--- src/rtl/rfill_pkg.sv ---
// Shared constants for the rectangle fill generator.
// Assumes: color mode codes are 3 bits; codes 5..7 fall back to 32-bit pixels.
package rfill_pkg;
    localparam logic [2:0] CM_ARGB32 = 3'd0;
    localparam logic [2:0] CM_RGB24  = 3'd1;
    localparam logic [2:0] CM_RGB16  = 3'd2;
    localparam logic [2:0] CM_A1RGB5 = 3'd3;
    localparam logic [2:0] CM_ARGB4  = 3'd4;

    typedef enum logic [0:0] {
        ST_IDLE = 1'b0,
        ST_RUN  = 1'b1
    } fill_state_e;

    typedef struct packed {
        logic [31:0] data;
        logic [3:0]  be;
        logic [2:0]  bytes;
    } pixel_t;
endpackage

--- src/rtl/rfill_fmt.sv ---
// Pixel formatter: turns the fixed color into the stored pixel for the mode.
// Assumes: the color is already packed in the output format in its low bytes;
// only field exchange and alpha inversion are applied here.
module rfill_fmt
    import rfill_pkg::*;
(
    input  logic [2:0]  mode_i,
    input  logic [31:0] color_i,
    input  logic        rbswap_i,
    input  logic        ainv_i,
    output pixel_t      pix_o
);
    // Select packing, apply swap and alpha invert per mode.
    always_comb begin
        pix_o = '0;
        unique case (mode_i)
            CM_RGB24: begin
                pix_o.bytes = 3'd3;
                pix_o.be    = 4'b0111;
                pix_o.data  = rbswap_i ? {8'h00, color_i[7:0], color_i[15:8], color_i[23:16]}
                                       : {8'h00, color_i[23:0]};
            end
            CM_RGB16: begin
                pix_o.bytes = 3'd2;
                pix_o.be    = 4'b0011;
                pix_o.data  = rbswap_i ? {16'h0, color_i[4:0], color_i[10:5], color_i[15:11]}
                                       : {16'h0, color_i[15:0]};
            end
            CM_A1RGB5: begin
                pix_o.bytes = 3'd2;
                pix_o.be    = 4'b0011;
                pix_o.data  = rbswap_i ? {16'h0, color_i[15], color_i[4:0], color_i[9:5], color_i[14:10]}
                                       : {16'h0, color_i[15:0]};
                if (ainv_i) pix_o.data[15] = ~pix_o.data[15];
            end
            CM_ARGB4: begin
                pix_o.bytes = 3'd2;
                pix_o.be    = 4'b0011;
                pix_o.data  = rbswap_i ? {16'h0, color_i[15:12], color_i[3:0], color_i[7:4], color_i[11:8]}
                                       : {16'h0, color_i[15:0]};
                if (ainv_i) pix_o.data[15:12] = ~pix_o.data[15:12];
            end
            default: begin
                pix_o.bytes = 3'd4;
                pix_o.be    = 4'b1111;
                pix_o.data  = rbswap_i ? {color_i[31:24], color_i[7:0], color_i[15:8], color_i[23:16]}
                                       : color_i;
                if (ainv_i) pix_o.data[31:24] = ~pix_o.data[31:24];
            end
        endcase
    end
endmodule

--- src/rtl/rfill_cnt.sv ---
// Row/column counter: tracks the pixel position inside the rectangle.
// Assumes: pixels_i and lines_i are non-zero whenever step_i is asserted.
module rfill_cnt #(
    parameter int PW = 16,
    parameter int LW = 16
) (
    input  logic          clk,
    input  logic          rst_n,
    input  logic          load_i,
    input  logic          step_i,
    input  logic [PW-1:0] pixels_i,
    input  logic [LW-1:0] lines_i,
    output logic          row_end_o,
    output logic          last_o
);
    logic [PW-1:0] col_q;
    logic [LW-1:0] row_q;

    assign row_end_o = (col_q == pixels_i - PW'(1));
    assign last_o    = row_end_o && (row_q == lines_i - LW'(1));

    // Clear on load, advance column and wrap into the next row on each step.
    always_ff @(posedge clk) begin
        if (!rst_n || load_i) begin
            col_q <= '0;
            row_q <= '0;
        end else if (step_i) begin
            if (row_end_o) begin
                col_q <= '0;
                row_q <= row_q + LW'(1);
            end else begin
                col_q <= col_q + PW'(1);
            end
        end
    end
endmodule

--- src/rtl/rfill_addr.sv ---
// Address accumulator: byte address of the current pixel, strided per row.
// Assumes: bytes_i is stable during a walk; offset counts pixels.
module rfill_addr #(
    parameter int AW = 32,
    parameter int OW = 16
) (
    input  logic          clk,
    input  logic          rst_n,
    input  logic          load_i,
    input  logic [AW-1:0] start_addr_i,
    input  logic          step_i,
    input  logic          row_end_i,
    input  logic [2:0]    bytes_i,
    input  logic [OW-1:0] offset_i,
    output logic [AW-1:0] addr_o
);
    logic [AW-1:0] addr_q;
    logic [AW-1:0] skip;

    // Gap added after a row: offset pixels times pixel size.
    always_comb skip = AW'(offset_i) * AW'(bytes_i);

    // Load the start address, then step by one pixel plus the row gap.
    always_ff @(posedge clk) begin
        if (!rst_n) begin
            addr_q <= '0;
        end else if (load_i) begin
            addr_q <= start_addr_i;
        end else if (step_i) begin
            addr_q <= addr_q + AW'(bytes_i) + (row_end_i ? skip : '0);
        end
    end

    assign addr_o = addr_q;
endmodule

--- src/rtl/rfill_gen.sv ---
// Rectangle fill generator top: captures the configuration on start, walks
// the rectangle and emits one write request per pixel.
// Assumes: the downstream accepts a request in any cycle where both valid
// and ready are high; configuration inputs are sampled only at start.
module rfill_gen
    import rfill_pkg::*;
#(
    parameter int AW = 32,
    parameter int OW = 16,
    parameter int PW = 16,
    parameter int LW = 16
) (
    input  logic          clk,
    input  logic          rst_n,
    input  logic          start_i,
    input  logic [AW-1:0] cfg_addr_i,
    input  logic [OW-1:0] cfg_offset_i,
    input  logic [PW-1:0] cfg_pixels_i,
    input  logic [LW-1:0] cfg_lines_i,
    input  logic [31:0]   cfg_color_i,
    input  logic [2:0]    cfg_mode_i,
    input  logic          cfg_rbswap_i,
    input  logic          cfg_ainv_i,
    output logic          busy_o,
    output logic          done_o,
    output logic          wr_valid_o,
    input  logic          wr_ready_i,
    output logic [AW-1:0] wr_addr_o,
    output logic [31:0]   wr_data_o,
    output logic [3:0]    wr_be_o
);
    fill_state_e   state_q;
    logic          done_q;
    logic [OW-1:0] off_q;
    logic [PW-1:0] pix_q;
    logic [LW-1:0] lines_q;
    logic [31:0]   color_q;
    logic [2:0]    mode_q;
    logic          swap_q;
    logic          ainv_q;

    logic   launch;
    logic   empty;
    logic   accept;
    logic   row_end;
    logic   last;
    pixel_t pix;

    assign launch = start_i && (state_q == ST_IDLE);
    assign empty  = (cfg_pixels_i == '0) || (cfg_lines_i == '0);
    assign accept = (state_q == ST_RUN) && wr_ready_i;

    // Capture the configuration when a start is taken.
    always_ff @(posedge clk) begin
        if (!rst_n) begin
            off_q   <= '0;
            pix_q   <= '0;
            lines_q <= '0;
            color_q <= '0;
            mode_q  <= CM_ARGB32;
            swap_q  <= 1'b0;
            ainv_q  <= 1'b0;
        end else if (launch) begin
            off_q   <= cfg_offset_i;
            pix_q   <= cfg_pixels_i;
            lines_q <= cfg_lines_i;
            color_q <= cfg_color_i;
            mode_q  <= cfg_mode_i;
            swap_q  <= cfg_rbswap_i;
            ainv_q  <= cfg_ainv_i;
        end
    end

    // Control: idle/run sequencing and the one-cycle completion pulse.
    always_ff @(posedge clk) begin
        if (!rst_n) begin
            state_q <= ST_IDLE;
            done_q  <= 1'b0;
        end else begin
            done_q <= 1'b0;
            if (launch) begin
                if (empty) done_q  <= 1'b1;
                else       state_q <= ST_RUN;
            end else if (accept && last) begin
                state_q <= ST_IDLE;
                done_q  <= 1'b1;
            end
        end
    end

    rfill_fmt u_fmt (
        .mode_i   (mode_q),
        .color_i  (color_q),
        .rbswap_i (swap_q),
        .ainv_i   (ainv_q),
        .pix_o    (pix)
    );

    rfill_cnt #(.PW(PW), .LW(LW)) u_cnt (
        .clk       (clk),
        .rst_n     (rst_n),
        .load_i    (launch),
        .step_i    (accept),
        .pixels_i  (pix_q),
        .lines_i   (lines_q),
        .row_end_o (row_end),
        .last_o    (last)
    );

    rfill_addr #(.AW(AW), .OW(OW)) u_addr (
        .clk          (clk),
        .rst_n        (rst_n),
        .load_i       (launch),
        .start_addr_i (cfg_addr_i),
        .step_i       (accept),
        .row_end_i    (row_end),
        .bytes_i      (pix.bytes),
        .offset_i     (off_q),
        .addr_o       (wr_addr_o)
    );

    assign busy_o     = (state_q == ST_RUN);
    assign wr_valid_o = (state_q == ST_RUN);
    assign done_o     = done_q;
    assign wr_data_o  = pix.data;
    assign wr_be_o    = pix.be;
endmodule

--- config.mk ---
export PLATFORM = sky130hd
export DESIGN_NAME = rfill_gen
export DESIGN_NICKNAME = d
export VERILOG_FILES = /design/src/rtl/rfill_pkg.sv /design/src/rtl/rfill_fmt.sv /design/src/rtl/rfill_cnt.sv /design/src/rtl/rfill_addr.sv /design/src/rtl/rfill_gen.sv
export SDC_FILE = /design/constraint.sdc
export NUM_CORES = 1
export LEC_CHECK = 0
export ABC_AREA = 1
export BUFFER_PORTS_ARGS = -buffer_cell sky130_fd_sc_hd__buf_4
export CORE_MARGIN = 2
export CORE_UTILIZATION = 53
export CTS_BUF_LIST = sky130_fd_sc_hd__clkbuf_4 sky130_fd_sc_hd__clkbuf_8
export DETAILED_ROUTE_END_ITERATION = 16
export PLACE_DENSITY = 0.79
export SLEW_MARGIN = 20
export SYNTH_ARGS = -nofsm -noshare
export SYNTH_HDL_FRONTEND = slang
export SYNTH_SLANG_ARGS = --single-unit
--- constraint.sdc ---
create_clock -name clk -period 5.5 [get_ports clk]
set_input_delay 0.825 -clock clk [delete_from_list [all_inputs] [get_ports clk]]
set_output_delay 0.825 -clock clk [all_outputs]
set_load 0.02 [all_outputs]
Word-level counts from Yosys, hierarchy flattened
Cells that the tools add are included.
{"block": "word_totals", "register_bits": 151, "in_bits": 121, "output_inout_bits": 71}
{"block": "classes", "addsub": 6, "mul": 1, "eq_ne": 7, "mux": 19, "bitwise": 4, "n_reduce_logical": 13}
{"cell": "$pmux 39 s4", "n": 1}
{"cell": "$mux 32", "n": 2}
{"cell": "$mux 24", "n": 2}
{"cell": "$add 16x1->16 const B", "n": 2}
{"cell": "$add 32x3->32", "n": 1}
{"cell": "$add 32x32->32", "n": 1}
{"cell": "$eq 16x16->1", "n": 2}
{"cell": "$logic_not 16->1", "n": 2}
{"cell": "$mux 16", "n": 2}
{"cell": "$sub 16x1->16 const B", "n": 2}
{"cell": "$mul 16x3->19", "n": 1}
{"cell": "$mux 19", "n": 1}
{"cell": "$mux 15", "n": 1}
{"cell": "$mux 12", "n": 1}
{"cell": "$mux 8", "n": 1}
{"cell": "$not 8->8", "n": 1}
{"cell": "$mux 1", "n": 7}
{"cell": "$eq 3x2->1 const B", "n": 2}
{"cell": "$logic_and 1x1->1", "n": 4}
{"cell": "$mux 4", "n": 1}
{"cell": "$not 4->4", "n": 1}
{"cell": "$reduce_and 2->1", "n": 2}
{"cell": "$reduce_bool 2->1", "n": 2}
{"cell": "$eq 3x1->1 const B", "n": 1}
{"cell": "other kinds (5)", "n": 7}

Depth between registers and ports, before layout
Gate-level depths: netlist of run 1.
{"block": "depth", "depth_word": 8, "mapped_depth": 34, "mapped_depth_nobuf": 33}

Cells and area by module
A second synthesis of run 1 with hierarchy kept.
{"block": "hier_totals", "hier_cells": 2049, "hier_area_um2": 12634.6}
{"mod": "rfill_addr", "instances": 1, "cells_per_inst": 799, "area_per_inst_um2": 4859.7, "seq_area_each_um2": 640.6}
{"mod": "rfill_cnt", "instances": 1, "cells_per_inst": 555, "area_per_inst_um2": 3360.7, "seq_area_each_um2": 640.6}
{"mod": "rfill_gen", "instances": 1, "cells_per_inst": 413, "area_per_inst_um2": 3154.3, "seq_area_each_um2": 1741.7}
{"mod": "rfill_fmt", "instances": 1, "cells_per_inst": 282, "area_per_inst_um2": 1260.0, "seq_area_each_um2": 0.0}

Worst setup path before layout of run 1
OpenSTA, ideal clock, no wires.
{"block": "synth_timing", "path_kind": "register to register", "startpoint": "reg mode_q[1]", "endpoint": "reg u_addr.addr_q[29], in the netlist u_addr.addr_o[29]", "setup_time_ns": 0.132, "t_arrival_ns": 5.108, "required_ns": 5.368, "slack_ns": 0.260, "stages_incl_launch_ff": 33, "period_less_slack_ns": 5.240, "cell_sequence": "dfxtp_1 > inv_1 > nor3_1 > nor2_1 > nand2_2 > clkbuf_1 > o21ai_0 > ha_1 > ha_1 > inv_1 > fa_1 > inv_1 > nand3_1 > nand2_1 > a21boi_0 > o21ai_0 > a21oi_1 > o21ai_0 > a21oi_1 > o21a_1 > ha_1 > ha_1 > nand2_1 > nor2_1 > inv_1 > nor3_1 > nand2_1 > nand2_1 > nand2_1 > nand2_1 > nand2_1 > o21ai_0 > a21oi_1"}
{"block": "synth_via", "elab_chain_len": 7, "word_cells_on_any_way": 11, "classes_between": "2 x add/sub; 1 x mul; 4 x eq/ne; 4 x mux"}
{"element": "start: declaration", "line": "rfill_gen.sv:38", "rtl": "logic [2:0] mode_q;"}
{"element": "start signal: assignment", "line": "rfill_gen.sv:68", "rtl": "mode_q <= cfg_mode_i;"}
{"element": "$eq 3x3->1 (tied with other cells)", "line": "rfill_fmt.sv:16", "rtl": "unique case (mode_i)"}
{"element": "$pmux 39 s4 *", "line": "rfill_fmt.sv:16"}
{"element": "$mul 16x3->19", "line": "rfill_addr.sv:21", "rtl": "always_comb skip = AW'(offset_i) * AW'(bytes_i);"}
{"element": "$mux 19", "line": "rfill_addr.sv:30", "rtl": "addr_q <= addr_q + AW'(bytes_i) + (row_end_i ? skip : '0);"}
{"element": "$add 32x32->32 *", "line": "rfill_addr.sv:30"}
{"element": "$mux 32 *", "line": "rfill_addr.sv:29", "rtl": "end else if (step_i) begin"}
{"element": "$mux 32 *", "line": "rfill_addr.sv:27", "rtl": "end else if (load_i) begin"}
{"element": "end signal: assignment", "line": "rfill_addr.sv:28", "rtl": "addr_q <= start_addr_i;"}
{"element": "end signal: assignment", "line": "rfill_addr.sv:30"}
{"element": "end: declaration", "line": "rfill_addr.sv:17", "rtl": "logic [AW-1:0] addr_q;"}
Every way passes the cells marked *; elsewhere a longest branch is shown, timed or not. The select of a mux whose other input is x is not followed.
A chain may end at the register's enable or synchronous reset.

Final worst setup path of run 1
{"block": "layout_timing", "startpoint": "reg mode_q[2]", "endpoint": "reg u_addr.addr_q[29], in the netlist u_addr.addr_o[29]"}
The elaborated chain is that of the path after synthesis.

==> results of run 1 <==
power breakdown:
| part | leakage [nW] | switching, W | internal (W) |
|---|---|---|---|
| combinational | 4.38 | 0.000557 | 0.000354 |
| clock | 0.188 | 0.000498 | 0.000377 |
| sequential | 1.24 | 0.0000774 | 0.00116 |
logic make-up (layout without fill, tap and decap cells):
family	Yosys count	in the layout	synth area share [%]
AOI/OAI and AO/OA	391	391	19.2
xor gates and xnor gates	80	80	6.44
adders and majority gates	75	75	8.97
buffers and inverters	225	379	8.07
DFF	151	151	27.8
other	2	3	0.0690
and+or+nand+nor	759	759	29.5
worst max-delay path by stage:
stage	start	to	slack, ns	depth (start not counted)
detailed placement	mode_q[1]	u_addr.addr_o[29]	0.13	34
CTS	mode_q[1]	u_addr.addr_o[29]	0.13	34
floorplan	mode_q[1]	u_addr.addr_o[29]	0.26	32
global placement	mode_q[2]	u_addr.addr_o[29]	0.39	34
finish	mode_q[2]	u_addr.addr_o[29]	0.42	34
global route	mode_q[1]	u_addr.addr_o[28]	-0.05	34
routing by layer:
layer  routed length (um)  share of wire (%)  GRT usage, %  vias up
met2                14200                 44          46.0      348
met3                 1890                5.9          5.06       44
li1                     -                  -             -     5876
met5                    0                  0             0        -
met1                15200                 48          40.1     5120
met4                  707                2.2          9.38        0
layout make-up:
class | count | area [um2]
Fill cell | 1939 | 7250
Multi-Input combinational cell | 1308 | 7090
Sequential cell | 151 | 3020
Timing Repair Buffer | 205 | 1540
Inverter | 142 | 533
Tap cell | 270 | 338
Clock buffer | 17 | 234
Clock inverter | 15 | 158
sequential cells by signal, indices dropped and copies added (netlist names):
name / flops
color_q: 32
u_cnt.col_q: 16
u_cnt.row_q: 16
off_q: 16
u_addr.addr_o: 32
done_o: 1
swap_q: 1
mode_q: 3
pix_q: 16
lines_q: 16
ainv_q: 1
busy_o: 1
cell usage in the layout, fill, tap and decap left out, types with 48 or more instances in the layout:
master / synthesis / routed
a21oi_1: 149 / 147
buf_4: 6 / 205
dfxtp_1: 151 / 151
ha_1: 70 / 68
inv_1: 137 / 137
nand2_1: 296 / 293
nand3_1: 77 / 76
nor2_1: 291 / 285
o21ai_0: 182 / 173
xor2_1: 48 / 48
worst max-delay path, delay by kind of cell, from the launching register on:
family | cells | cell delay [ns]
simple gates | 18 | 1.80
fa+ha+maj | 5 | 1.44
compound gates | 7 | 0.93
flops | 1 | 0.41
buf+inv | 4 | 0.38
through the flow:
| stage | total power [W] | hold WS (ns) | area (um2) |
|---|---|---|---|
| global route | 0.00320 | 0.489 | 12900 |
| floorplan | 0.00184 | 0.444 | 10900 |
| global placement | 0.00215 | 0.460 | 12400 |
| detailed placement | 0.00216 | 0.464 | 12400 |
| finish | 0.00303 | 0.482 | 12900 |
| CTS | 0.00303 | 0.479 | 12800 |
repair_timing:
action,CTS,global route
hold endpoints to repair,0,0
endpoints found under the setup margin,0,20
resized for setup,0,35
==> flow_metrics.env, run 1 <==
export IMPL_status="finished clean"
export IMPL_r2r_slack_ns=0.42
export IMPL_routed_via_count=11400
export IMPL_required_ns=5.81
export IMPL_syn_inst=1683
export IMPL_syn_cell_area_um2=10900
export IMPL_firstDrtPassIters=5
export IMPL_cts_root_buf="clkbuf_8"
export IMPL_finalWirelength_mm=32.0
export IMPL_drc=0
export IMPL_crit_arrival_ns=5.39
export IMPL_clock_sinks=151
export IMPL_ys_flop_type="dfxtp_1"
export IMPL_grt_pass1_wl_mm=51.4
export IMPL_leakage_nw=5.81
export IMPL_p_per_area_nw_per_um2=234
export IMPL_drive_gt1_share_pct=15.5
export IMPL_reg2regPathDepth=34
export IMPL_gr_total_overflow=0
export IMPL_fp_dieW_um=147
export IMPL_ctsHoldBuffers=0
export IMPL_reg2reg_from="mode_q[2]"
export IMPL_min_delay_path_class="reg -> reg"
export IMPL_yosysMostFrequentCell="nand2_1"
export IMPL_hold_depth=2
export IMPL_clk_pin_slew_worst_paths_ns=0.10
export IMPL_grt_pass1_vias=10600
export IMPL_htree_num_levels=4
export IMPL_wire_per_inst_um=15.2
export IMPL_worstReg2RegEnd="u_addr.addr_o[29]"
export IMPL_first_iter_violations=592
export IMPL_slew_viol_final=0
export IMPL_avgViaCountPerCell=5.40
export IMPL_antenna_left=0
export IMPL_row_count=52
export IMPL_grt_start_max_net_pins=98
export IMPL_placed_cells=2076
export IMPL_utilization_pct=64.0
export IMPL_die_y_um=147
export IMPL_tightest_slew_ns=0.886
export IMPL_finalHoldViolations=0
export IMPL_synth_top_area_share_pct=27.8
export IMPL_fin_cells=2108
export IMPL_ir_drop_v=0.000160
export IMPL_place_gp_congestion=0.977
export IMPL_cp_max_fo=12
export IMPL_ys_seq_area_share_pct=27.8
export IMPL_die_area_um2=21700
export IMPL_areaGrowthSynthToFinish_pct=18.7
export IMPL_min_to="lines_q[15]"
export IMPL_crit_top_cell="nand2_1"
export IMPL_slowest_stage="dfxtp_1"
export IMPL_startpoint_type="flop"
export IMPL_async_flop_share_pct=0
export IMPL_antenna_found_initial=0
export IMPL_nNetsFinal=2021
export IMPL_skew_ns=0.0245
export IMPL_portBuffers=189
export IMPL_place_hpwl_mm=24.3
export IMPL_synth_common_cells="nand2_1 (296), nor2_1 (291), o21ai_0 (182)"
export IMPL_start_util_pct=53.9
export IMPL_cp_end_kind="flop"
export IMPL_synth_top_area_cell="dfxtp_1"
export IMPL_setup_ws_ns=0.415
export IMPL_coreArea_um2=20200
export IMPL_avgSynthCellArea_um2=6.46
export IMPL_synth_seq_cells=151
export IMPL_cap_violations=0
export IMPL_ys_types=45
export IMPL_period_needed_ns=5.08
export IMPL_slew_headroom_pct=40.9
export IMPL_cts_setup_buffers=0
export IMPL_cts_buffers=17
export IMPL_clock_latency_ns=0.47
export IMPL_critPathKind="reg -> reg"
export IMPL_synth_edf_count=0
export IMPL_tritoncts="built"
export IMPL_ioPinCount=192
export IMPL_setup_violations_final=0
export IMPL_pre_cts_ws_ns=0.131
export IMPL_max_freq_ghz=0.197
export IMPL_n_antenna_cell=0
export IMPL_synth_area_leaders="dfxtp_1 (28%), nand2_1 (10%), nor2_1 (10%)"
export IMPL_critical_path_max_stage_delay_ns=0.41
export IMPL_fin_crit_sh_pct=92.4
export IMPL_globalRouteTotalUtil_pct=28.9
export IMPL_ys_warn_count=0
export IMPL_clock_path_buffers=2
export IMPL_min_from="lines_q[15]"
export IMPL_setup_tns_ns=0
(Power assumes the default switching activity.)
==> inputs of run 2 (changes only) <==
--- a/config.mk
+++ b/config.mk
@@ -6,7 +6,7 @@
 export NUM_CORES = 1
 export LEC_CHECK = 0
 export ABC_AREA = 1
-export BUFFER_PORTS_ARGS = -buffer_cell sky130_fd_sc_hd__buf_4
+export BUFFER_PORTS_ARGS = -buffer_cell sky130_fd_sc_hd__buf_2
 export CORE_MARGIN = 2
 export CORE_UTILIZATION = 53
 export CTS_BUF_LIST = sky130_fd_sc_hd__clkbuf_4 sky130_fd_sc_hd__clkbuf_8
==> flow_metrics.env, run 2 (synthesized netlist as in run 1, its figures left out) <==
export IMPL_wire_per_inst_um=15.1
export IMPL_crit_end="u_addr.addr_o[27]"
export IMPL_cap_violations=0
export IMPL_routed_via_count=11500
export IMPL_startpoint_type="flop"
export IMPL_fin_cells=2112
export IMPL_crit_top_cell="inv_1"
export IMPL_stdcell_area_um2=12500
export IMPL_dpl_instance_area_um2=12000
export IMPL_gr_total_overflow=0
export IMPL_reg2regPathDepth=25
export IMPL_p_per_area_nw_per_um2=242
export IMPL_r2r_slack_ns=0.41
export IMPL_ioPinCount=192
export IMPL_skew_ns=0.0150
export IMPL_antenna_left=0
export IMPL_fillers=1983
export IMPL_clock_latency_ns=0.48
export IMPL_fp_dieW_um=147
export IMPL_period_needed_ns=5.09
export IMPL_place_gp_congestion=0.954
export IMPL_slowest_stage="and2_1"
export IMPL_grt_pass1_wl_mm=51.4
export IMPL_slew_headroom_pct=36.1
export IMPL_layout_common_cells="nand2_1 (293), nor2_1 (288), buf_2 (189)"
export IMPL_max_freq_ghz=0.196
export IMPL_fin_crit_sh_pct=92.6
export IMPL_leakage_nw=5.70
export IMPL_tritoncts="built"
export IMPL_cp_end_kind="flop"
export IMPL_avgViaCountPerCell=5.46
export IMPL_ctsHoldBuffers=0
export IMPL_grt_start_max_net_pins=98
export IMPL_cp_max_fo=9
export IMPL_place_hpwl_mm=23.8
export IMPL_crit_arrival_ns=5.42
export IMPL_ir_drop_v=0.000154
export IMPL_row_count=52
export IMPL_status="finished clean"
export IMPL_setup_violations_final=0
export IMPL_firstDrtPassIters=5
export IMPL_nNetsFinal=2024
export IMPL_globalRouteTotalUtil_pct=29.0
export IMPL_die_area_um2=21700
export IMPL_critical_path_max_stage_delay_ns=0.47
export IMPL_final_common_cell="nand2_1"
export IMPL_finalWirelength_mm=31.8
export IMPL_worstReg2RegEnd="u_addr.addr_o[27]"
export IMPL_antenna_found_initial=1
export IMPL_min_delay_path_class="reg -> reg"
export IMPL_die_y_um=147
export IMPL_portBuffers=189
export IMPL_finalHoldViolations=0
export IMPL_tightest_slew_ns=0.953
export IMPL_required_ns=5.83
export IMPL_drive_gt1_share_pct=15.4
export IMPL_slew_viol_final=0
export IMPL_clock_sinks=151
export IMPL_placed_cells=2076
export IMPL_cts_root_buf="clkbuf_8"
export IMPL_grt_pass1_vias=10500
export IMPL_reg2reg_from="pix_q[0]"
export IMPL_first_iter_violations=695
export IMPL_start_util_pct=53.9
export IMPL_clock_path_buffers=2
export IMPL_areaGrowthSynthToFinish_pct=14.6
export IMPL_crit_path_start="pix_q[0]"
export IMPL_htree_num_levels=4
export IMPL_cts_buffers=17
export IMPL_coreArea_um2=20200
export IMPL_clk_pin_slew_worst_paths_ns=0.10
export IMPL_critPathKind="reg -> reg"
export IMPL_drc=0
[run 2: cell count changes in the layout (fill, tap and decap cells not counted), sizes merged]
cell / delta
clkinvlp: -2
clkinv: +1
diode: +1
bufinv: +1
buf: +3
[run 2: repair_timing]
item / in CTS / in global routing
setup buffers: 0 / 3
hold endpoints to repair: 0 / 0
gates resized for setup: 0 / 23
endpoints found under the setup margin: 0 / 21
[run 2: power breakdown]
| group | switching [W] | total, W | leakage [nW] | internal [W] |
|---|---|---|---|---|
| clock network | 0.000504 | 0.000926 | 0.206 | 0.000422 |
| registers | 0.0000759 | 0.00124 | 1.24 | 0.00116 |
| logic | 0.000550 | 0.000855 | 4.25 | 0.000305 |
| total | 0.00113 | 0.00302 | 5.70 | 0.00189 |
[run 2: how the worst min path moves through the flow]
stage | endpoint | slack, ns | start | cells past startpoint
finish | lines_q[15] | 0.48 | lines_q[15] | 2
global route | lines_q[15] | 0.51 | lines_q[15] | 2
CTS | lines_q[15] | 0.48 | lines_q[15] | 2
detailed placement | lines_q[15] | 0.47 | lines_q[15] | 2
global placement | lines_q[15] | 0.46 | lines_q[15] | 2
floorplan | lines_q[15] | 0.44 | lines_q[15] | 2
[run 2: layer usage]
layer  wire (um)  track usage (%)  part of all wire, %  vias up
li1            -                -                    -     5867
met1       14900             40.1                   47     5196
met2       14200             45.9                   45      420
met3        2040             4.84                  6.4       52
met4         744             10.0                  2.3        0
met5           0                0                    0        -
[run 2: final cells by class]
| class | instances | area [um2] | area share (%) |
|---|---|---|---|
| timing repair buffer | 208 | 1090 | 8.73 |
| sequential | 151 | 3030 | 24.3 |
| antenna | 1 | 2.50 | 0.0201 |
| clock inverter | 15 | 178 | 1.42 |
| multi-input combinational | 1308 | 7070 | 56.7 |
| inverter | 142 | 533 | 4.27 |
| tap | 270 | 338 | 2.71 |
| clock buffer | 17 | 234 | 1.88 |
[run 2: critical path: cells and delay by family (launching register included)]
family,cells,cell delay (ns)
simple gates,11,1.93
flops,1,0.36
xor+xnor,1,0.19
compound gates,4,0.84
buf+inv,5,0.40
fa+ha+maj,4,1.23
[run 2: metrics by stage]
step | setup slack [ns] | util (%) | power, W | setup TNS (ns) | hold slack (ns)
after floorplan | 0.260 | - | 0.00184 | 0 | 0.444
after global placement | 0.490 | 59.3 | 0.00209 | 0 | 0.461
after detailed placement | 0.175 | 59.3 | 0.00210 | 0 | 0.469
after CTS | 0.142 | 61.3 | 0.00302 | 0 | 0.483
after global routing | -0.0607 | 61.8 | 0.00319 | -0.0758 | 0.510
final | 0.405 | 61.8 | 0.00302 | 0 | 0.481
==> inputs of run 3 (changes only) <==
--- a/config.mk
+++ b/config.mk
@@ -8,10 +8,9 @@
 export ABC_AREA = 1
 export BUFFER_PORTS_ARGS = -buffer_cell sky130_fd_sc_hd__buf_2
 export CORE_MARGIN = 2
-export CORE_UTILIZATION = 53
-export CTS_BUF_LIST = sky130_fd_sc_hd__clkbuf_4 sky130_fd_sc_hd__clkbuf_8
+export CORE_UTILIZATION = 52
 export DETAILED_ROUTE_END_ITERATION = 16
-export PLACE_DENSITY = 0.79
+export PLACE_DENSITY = 0.85
 export SLEW_MARGIN = 20
 export SYNTH_ARGS = -nofsm -noshare
 export SYNTH_HDL_FRONTEND = slang
==> flow_metrics.env, run 3 (synthesized netlist as in run 1, its figures left out) <==
export IMPL_grt_pass1_wl_mm=52.9
export IMPL_slew_viol_final=0
export IMPL_combinationalPowerShare_pct=24.9
export IMPL_skew_ns=0.0104
export IMPL_first_iter_violations=814
export IMPL_worstReg2RegEnd="u_addr.addr_o[29]"
export IMPL_pre_cts_ws_ns=0.0813
export IMPL_setup_violations_final=0
export IMPL_setup_ws_ns=0.402
export IMPL_finalHoldViolations=0
export IMPL_coreArea_um2=20400
export IMPL_place_hpwl_mm=23.8
export IMPL_row_count=52
export IMPL_antenna_left=0
export IMPL_pwr_share_clk_pct=39.2
export IMPL_reg2regPathDepth=34
export IMPL_fillers=1885
export IMPL_portBuffers=189
export IMPL_hold_depth=2
export IMPL_drc=0
export IMPL_n_antenna_cell=0
export IMPL_finalWirelength_mm=32.3
export IMPL_seqPwrFrac_pct=36.0
export IMPL_power_share_switching_pct=33.5
export IMPL_globalRouteTotalUtil_pct=29.3
export IMPL_routed_via_count=11700
export IMPL_max_freq_ghz=0.196
export IMPL_min_delay_path_class="reg -> reg"
export IMPL_grt_pass1_vias=10900
export IMPL_leakage_nw=5.83
export IMPL_gr_total_overflow=0
export IMPL_start_util_pct=53.4
export IMPL_ir_drop_v=0.000226
export IMPL_critPathKind="reg -> reg"
export IMPL_critical_path_max_stage_delay_ns=0.41
export IMPL_wire_per_inst_um=15.3
export IMPL_ioPinCount=192
export IMPL_cts_root_buf="clkbuf_16"
export IMPL_cts_buffers=17
export IMPL_fp_dieW_um=149
export IMPL_cp_max_fo=7
export IMPL_seqCellArea_um2=3020
export IMPL_firstDrtPassIters=6
export IMPL_cp_end_kind="flop"
export IMPL_slowest_stage="fa_1"
export IMPL_status="finished clean"
export IMPL_avgViaCountPerCell=5.55
export IMPL_grt_start_max_net_pins=98
export IMPL_internal_power_w=0.00230
export IMPL_clk_pin_slew_worst_paths_ns=0.06
export IMPL_p_per_area_nw_per_um2=272
export IMPL_switching_power_w=0.00116
export IMPL_reg2reg_from="mode_q[1]"
export IMPL_cap_violations=0
export IMPL_crit_arrival_ns=5.37
export IMPL_htree_num_levels=4
export IMPL_r2r_slack_ns=0.40
export IMPL_required_ns=5.78
export IMPL_multi_input_area_um2=7060
export IMPL_die_y_um=149
export IMPL_clock_sinks=151
export IMPL_setup_tns_ns=0
export IMPL_min_to="lines_q[15]"
export IMPL_clock_path_buffers=2
export IMPL_areaGrowthSynthToFinish_pct=16.7
export IMPL_crit_top_cell="nand2_1"
export IMPL_period_needed_ns=5.10
export IMPL_min_from="lines_q[15]"
export IMPL_place_gp_congestion=1.01
export IMPL_startpoint_type="flop"
export IMPL_clock_latency_ns=0.44
export IMPL_nNetsFinal=2022
export IMPL_tritoncts="built"
export IMPL_fin_crit_sh_pct=92.7
export IMPL_slew_headroom_pct=37.6
export IMPL_drive_gt1_share_pct=15.2
export IMPL_final_common_cell="nand2_1"
export IMPL_tightest_slew_ns=0.931
export IMPL_total_power_w=0.00346
export IMPL_die_area_um2=22100
export IMPL_layout_common_cells="nand2_1 (293), nor2_1 (288), buf_2 (189)"
export IMPL_antenna_found_initial=1
run 3: cell count changes in the layout (fill, tap and decap cells not counted), moves of 3 or more:
cell       before  now
clkbuf_8       17    1
o21ai_1         3    7
clkbuf_16       0   17
bufinv_16       2    5
o21ai_0       178  174
run 3: critical path, delay by kind of cell, from the launching register on:
kind                       cells  cell delay, ns
AOI/OAI and AO/OA              7            0.89
adders and majority gates      5            1.44
buffers and inverters          4            0.38
DFF                            1            0.37
and+or+nand+nor               18            1.85
run 3: what timing repair did:
action                     4_1_cts  5_1_grt
buffers inserted                 0        2
setup endpoints to repair        0       21
resized for setup                0       26
hold endpoints to repair         0        0
hold buffers                     0        0
run 3: layer usage:
layer,part of all wire [%],track usage [%],wire length [um]
met1,45,39.2,14600
met2,45,48.0,14700
met3,7.2,5.40,2310
met4,2.2,9.48,718
met5,0.034,0,11
run 3: area by class of cell:
cell class	instances	area share, %
Clock buffer	18	3.46
Clock inverter	14	1.84
Inverter	142	4.20
Multi-Input combinational cell	1308	55.6
Sequential cell	151	23.8
Tap cell	270	2.66
Timing Repair Buffer	206	8.46
run 3: power by group through the flow:
| stage | registers, W | logic (W) | clock network [W] |
|---|---|---|---|
| floorplan | 0.00126 | 0.000580 | 0 |
| global placement | 0.00126 | 0.000823 | 0 |
| detailed placement | 0.00126 | 0.000838 | 0 |
| CTS | 0.00124 | 0.000847 | 0.00136 |
| global route | 0.00125 | 0.000961 | 0.00142 |
| finish | 0.00124 | 0.000859 | 0.00135 |
run 3: worst max-delay path by stage:
stage | start | to | slack [ns]
after global placement | mode_q[1] | u_addr.addr_o[28] | 0.27
after detailed placement | mode_q[1] | u_addr.addr_o[28] | 0.08
after CTS | mode_q[1] | u_addr.addr_o[28] | 0.01
final | mode_q[1] | u_addr.addr_o[29] | 0.40
after floorplan | mode_q[1] | u_addr.addr_o[29] | 0.26
after global routing | mode_q[1] | u_addr.addr_o[29] | -0.05
run 3: per-stage QoR:
stage	util, %	hold slack, ns	std cells	area, um2
6_report	62.3	0.477	2109	12700
5_1_grt	62.3	0.516	2109	12700
4_1_cts	62.0	0.478	2107	12600
3_5_place_dp	58.7	0.469	2075	11900
3_3_place_gp	58.7	0.462	2075	11900
2_1_floorplan	-	0.444	1684	10900
